==> src/rtl/crc_pkg.sv <==
// Package: shared sizing for the serial CRC engine.
// Assumes the polynomial order equals the register width.
package crc_pkg;
    localparam int unsigned CRC_ORDER_DEFAULT = 4;
endpackage

==> src/rtl/crc_next_state.sv <==
// Module: combinational one-bit division step.
// Shifts the remainder left, inserts the serial bit, and folds the
// lower generator taps in when the outgoing top bit is 1.
// Assumes the leading coefficient is an implicit 1.
module crc_next_state #(
    parameter int unsigned W = crc_pkg::CRC_ORDER_DEFAULT
) (
    input  logic [W-1:0] cur_rem,
    input  logic         ser_bit,
    input  logic [W-1:0] gen_taps,
    output logic [W-1:0] nxt_rem
);
    localparam int unsigned TOP = W - 1;

    logic carry_out;

    // Purpose: the bit leaving the register decides whether to subtract.
    always_comb carry_out = cur_rem[TOP];

    // Purpose: bit 0 takes the serial input, corrected by tap 0.
    always_comb nxt_rem[0] = ser_bit ^ (carry_out & gen_taps[0]);

    genvar gi;
    generate
        for (gi = 1; gi < W; gi++) begin : g_stage
            // Purpose: each upper stage takes its neighbour, corrected by its tap.
            always_comb nxt_rem[gi] = cur_rem[gi-1] ^ (carry_out & gen_taps[gi]);
        end
    endgenerate
endmodule

==> src/rtl/crc_rem_reg.sv <==
// Module: remainder storage with synchronous active-low clear and
// a step enable. Holds its value whenever the enable is low.
module crc_rem_reg #(
    parameter int unsigned W = crc_pkg::CRC_ORDER_DEFAULT
) (
    input  logic         clk,
    input  logic         rst_n,
    input  logic         load_en,
    input  logic [W-1:0] d_in,
    output logic [W-1:0] q_out
);
    // Purpose: clear on reset, capture the next remainder on enabled edges.
    always_ff @(posedge clk) begin
        if (!rst_n)
            q_out <= '0;
        else if (load_en)
            q_out <= d_in;
    end

    // a held edge leaves the stored value untouched
    assert_hold_when_idle_R2: assert property (@(posedge clk) disable iff (!rst_n)
        !load_en |=> $stable(q_out));

    // a clear edge always leaves zero behind
    assert_reset_clear_R1: assert property (@(posedge clk)
        !rst_n |=> (q_out == '0));
endmodule

==> src/rtl/crc_zero_detect.sv <==
// Module: all-zero detector for the remainder, used as the checker pass flag.
module crc_zero_detect #(
    parameter int unsigned W = crc_pkg::CRC_ORDER_DEFAULT
) (
    input  logic [W-1:0] value,
    output logic         is_zero
);
    // Purpose: reduce the remainder to one pass/fail bit.
    always_comb is_zero = ~(|value);
endmodule

==> src/rtl/serial_crc_engine.sv <==
// Module: serial CRC remainder engine (top).
// One bit per enabled clock, with a runtime order-W polynomial whose
// leading coefficient is implied. It serves as a generator (message
// then W zeros) or as a checker (message then received code).
module serial_crc_engine #(
    parameter int unsigned W = crc_pkg::CRC_ORDER_DEFAULT
) (
    input  logic         clk,
    input  logic         rst_n,
    input  logic         step_en,
    input  logic         bit_in,
    input  logic [W-1:0] taps,
    output logic [W-1:0] remainder,
    output logic         rem_zero
);
    logic [W-1:0] next_rem;

    crc_next_state #(.W(W)) step_i (
        .cur_rem  (remainder),
        .ser_bit  (bit_in),
        .gen_taps (taps),
        .nxt_rem  (next_rem)
    );

    crc_rem_reg #(.W(W)) reg_i (
        .clk     (clk),
        .rst_n   (rst_n),
        .load_en (step_en),
        .d_in    (next_rem),
        .q_out   (remainder)
    );

    crc_zero_detect #(.W(W)) zero_i (
        .value   (remainder),
        .is_zero (rem_zero)
    );

    // no outgoing 1 means a plain shift, whatever the taps say
    assert_plain_shift_R5: assert property (@(posedge clk) disable iff (!rst_n)
        (step_en && !remainder[W-1]) |=>
            (remainder == {$past(remainder[W-2:0]), $past(bit_in)}));

    // an outgoing 1 with all taps clear drops the top bit and nothing else
    assert_empty_taps_R3: assert property (@(posedge clk) disable iff (!rst_n)
        (step_en && remainder[W-1] && (taps == '0)) |=>
            (remainder == {$past(remainder[W-2:0]), $past(bit_in)}));

    // the pass flag agrees with the register contents
    assert_flag_matches_R9: assert property (@(posedge clk) disable iff (!rst_n)
        rem_zero |-> ($countones(remainder) == 0));
endmodule

==> config.mk <==
export PLATFORM = sky130hd
export DESIGN_NAME = serial_crc_engine
export DESIGN_NICKNAME = d
export VERILOG_FILES = /design/src/rtl/crc_pkg.sv /design/src/rtl/crc_next_state.sv /design/src/rtl/crc_rem_reg.sv /design/src/rtl/crc_zero_detect.sv /design/src/rtl/serial_crc_engine.sv
export SDC_FILE = /design/constraint.sdc
export NUM_CORES = 1
export LEC_CHECK = 0
export BUFFER_PORTS_ARGS = -buffer_cell sky130_fd_sc_hd__clkbuf_2
export CAP_MARGIN = 10
export CORE_AREA = 2 2 39 41
export CTS_CLUSTER_SIZE = 8
export DETAILED_ROUTE_END_ITERATION = 7
export DIE_AREA = 0 0 41 43
export PLACE_DENSITY = 0.39
export SLEW_MARGIN = 25
export SYNTH_ARGS = -nofsm -noshare
export SYNTH_HDL_FRONTEND = slang
export SYNTH_SLANG_ARGS = --single-unit
==> constraint.sdc <==
create_clock -name clk -period 0.85 [get_ports clk]
set_input_delay 0.1275 -clock clk [delete_from_list [all_inputs] [get_ports clk]]
set_output_delay 0.1275 -clock clk [all_outputs]
set_load 0.02 [all_outputs]
==> impl_summary.txt <==
----------------------------------------------------
[Run status]
  Result of the run ... finished, violations left
  Violations in the final reports ... negative setup slack

[Hold path]
  Path category of the worst min-delay check ... in -> reg
  Origin of the worst min-delay path ... rst_n
  Endpoint, Worst Hold ... reg_i.q_out[1]
  Cell depth of the worst hold path ... 3

[Die]
  Initial Util ... approximately an eighth
  Die height ... about 43 microns
  Core area ... 1380 sq um
  Chip Width ... approximately 40 microns
  # IOs ... 13
  Site Rows ... 14
  Overall die area ... between 1500 and 2000 sq um

[Layout]
  Sequential standard cell area ... roughly 95 sq um
  Register name with the most flops ... reg_i.q_out
  Top flop regs ... reg_i.q_out x4
  Max FFs per register ... 4
  Post-layout utilization of the core ... a little under a third
  Count of inserted antenna diode cells ... 0
  Area of combinational cells with multiple inputs ... 135 sq um
  Fillers ... approximately 150
  Synthesis-to-layout area growth ... 128%
  Fraction of final layout cells sized beyond drive strength 1 ... between 60% and 70%
  Layout net count ... about 50

[Synth]
  Synth unique cells ... 8
  Yosys Warn Count ... 0
  Largest area contributor in the netlist ... sky130_fd_sc_hd__dfxtp_1
  Mean instance size in the synthesized netlist ... approximately 8.3 sq um
  Flop and latch count out of synthesis ... 4
  Cell count after synthesis ... 22
  Net Count, Synth ... 30
  Post-synth design cell area ... about 180 sq um
  Area share of the leading cell type in the synthesized netlist ... 43.8%
  Post-synthesis sequential area ratio ... 43.8%
  Most area-consuming cells after synthesis ... sky130_fd_sc_hd__dfxtp_1 44%, sky130_fd_sc_hd__xor2_1 14%, sky130_fd_sc_hd__a21oi_1 11%

[STA]
  Highest achievable clock rate ... ~890 MHz
  Setup slack after layout ... -0.269 ns
  Final hold violations ... 0
  Final setup viols ... 7
  Tightest Pin Transition ... between 0.15 and 0.2 ns
  Worst Clk Skew ... between 0.002 and 0.0025 ns
  Post-Route Setup TNS ... -0.743 ns
  Setup repair after global routing missed its margin ... true
  Number of pins exceeding their max-slew limit in the final report ... 0
  Crit path time final ... roughly 1.1 ns
  Share of the clock period used by the worst path after layout ... 132%
  Max-slew headroom at the worst pin ... between 80% and 90%

[Detailed routing]
  DR iter-0 viols ... 2
  DRC violation count after routing ... 0
  Pre-antenna DRT Iters ... 2
  Final wirelength ... just under 600 microns
  Met3 wire length ... between 100 and 150 microns
  Number of vias in the routed layout ... roughly 240
  Detailed-route vias per instance ... between 4 and 5
  Count of nets left with antenna violations after detail routing ... 0
  Routed metal-1 wirelength ... around 250 microns
  Wire length per cell ... just over 10 microns
  Met2 WL ... between 200 and 250 microns
  Highest metal used ... met4

[Worst setup path]
  Maximum fanout along the worst path ... 2
  Required time of the critical path ... 0.72 ns
  CP arrival ... 0.99 ns
  Critical Path End Type ... output port
  RR Endpoint ... reg_i.q_out[3]
  Number of cells traversed by the worst register-to-register path ... 4
  Kind of start point of the critical path ... flop
  Worst R2R Setup Slack ... -0.08 ns
  R2R Path Start ... reg_i.q_out[2]
  Critical path start-end classification ... reg -> out

[Placement]
  Port Buffer Count ... 12
  Routability congestion estimate ... roughly 0.66
  Placed wire-length estimate ... between 400 and 500 microns

[Clock tree]
  TritonCTS clock tree ... done
  H-tree level count ... 1
  Number of buffers created by CTS ... 3
  Clock root cell ... sky130_fd_sc_hd__clkbuf_4
  Clock latency reported for the late side of the worst-skew pair ... about 0.24 ns
  Clock-pin slew of the registers on the worst-case setup and hold paths ... roughly 0.040 ns
  Max Buffers Root-to-Sink ... 2
  CTS Sinks ... 4

[Global route]
  Largest net degree at the start of global routing ... 9
  Remaining global-route overflow ... 0
  First-pass GRT wire length ... around 990 microns
  Number of antenna violations at the first check in global routing ... 0
  GR Util All Layers ... a little over 9%
  Via count of the first global-routing pass ... approximately 230

[Power and ir drop]
  Total power of the final layout ... 0.000632 W
  Peak supply drop ... between 400 and 500 uV
  Power density cells ... approximately 1500 nW/um^2
  LEAKAGE ... around 0.18 nW

[Flow run]
  Max-cap violation count ... 0

----------------------------------------------------
==> report_power, final <==
part	switching (W)	total (W)	internal, W
Sequential	0.0000200	0.000218	0.000198
Combinational	0.0000737	0.000174	0.0000999
Clock	0.0000830	0.000241	0.000158
==> metal layers <==
| metal | vias up | track usage, % |
|---|---|---|
| met5 | - | 0 |
| met4 | 0 | 8.00 |
| met3 | 2 | 6.81 |
| li1 | 117 | - |
| met1 | 101 | 10.7 |
| met2 | 16 | 10.3 |
==> stage by stage <==
stage	instances	hold slack [ns]	area, sq um	worst slack (ns)
after global placement	52	0.412	303	-0.0551
after floorplan	22	0.207	208	-0.0426
final	57	0.155	417	-0.269
after detailed placement	52	0.410	303	-0.0576
after CTS	57	0.166	392	-0.307
after global routing	57	0.158	417	-0.341
==> how the worst max path moves through the flow <==
stage / endpoint / cells after the start / from / slack [ns]
global route: rem_zero / 2 / reg_i.q_out[2] / -0.34
floorplan: rem_zero / 1 / reg_i.q_out[2] / -0.04
finish: rem_zero / 2 / reg_i.q_out[2] / -0.27
global placement: rem_zero / 2 / reg_i.q_out[2] / -0.06
detailed placement: rem_zero / 2 / reg_i.q_out[2] / -0.06
CTS: rem_zero / 2 / reg_i.q_out[2] / -0.31
==> layout by cell type, fill, tap and decap left out <==
cell	netlist	routed
sky130_fd_sc_hd__clkbuf_4	0	3
sky130_fd_sc_hd__dfxtp_4	0	4
sky130_fd_sc_hd__buf_4	0	2
sky130_fd_sc_hd__buf_6	0	3
sky130_fd_sc_hd__o21ai_2	0	1
sky130_fd_sc_hd__a21oi_1	4	3
sky130_fd_sc_hd__nor4_4	0	1
sky130_fd_sc_hd__a41o_1	1	1
sky130_fd_sc_hd__o21ai_0	3	1
sky130_fd_sc_hd__o21ai_1	0	1
sky130_fd_sc_hd__xor2_1	3	3
sky130_fd_sc_hd__buf_8	0	4
sky130_fd_sc_hd__nand2b_4	0	1
sky130_fd_sc_hd__nand2_2	0	1
sky130_fd_sc_hd__clkbuf_2	0	7
sky130_fd_sc_hd__nand2_1	5	4
sky130_fd_sc_hd__a21oi_2	0	1
==> logic make-up after synthesis <==
| logic type | Yosys count | synth area share (%) |
|---|---|---|
| compound gates | 8 | 24.7 |
| flops | 4 | 43.8 |
| simple gates | 7 | 17.1 |
| xor+xnor | 3 | 14.4 |
==> final cells by class <==
cell class / instances / area share (%)
Clock buffer: 3 / 5.41
Multi-Input combinational cell: 18 / 32.4
Timing Repair Buffer: 16 / 34.5
Tap cell: 16 / 4.80
Sequential cell: 4 / 22.8
==> cell usage after synthesis, drive strengths merged <==
cell type and count:
nand2 5, a21oi 4, dfxtp 4, o21ai 3, xor2 3, a41o 1
nand2b 1, nor4 1
==> worst max-delay path: stages, from the launching register on <==
cell and delay [ns]:
sky130_fd_sc_hd__dfxtp_4 0.34, sky130_fd_sc_hd__nor4_4 0.24, sky130_fd_sc_hd__buf_4 0.17
==> repair_timing <==
item | CTS | global route
buffers inserted | 2 | 1
hold buffers | 0 | 0
pin swaps | 2 | 0
endpoints found under the setup margin | 5 | 9
resized for setup | 14 | 11
No activity file was read; power rests on OpenSTA's default activity.
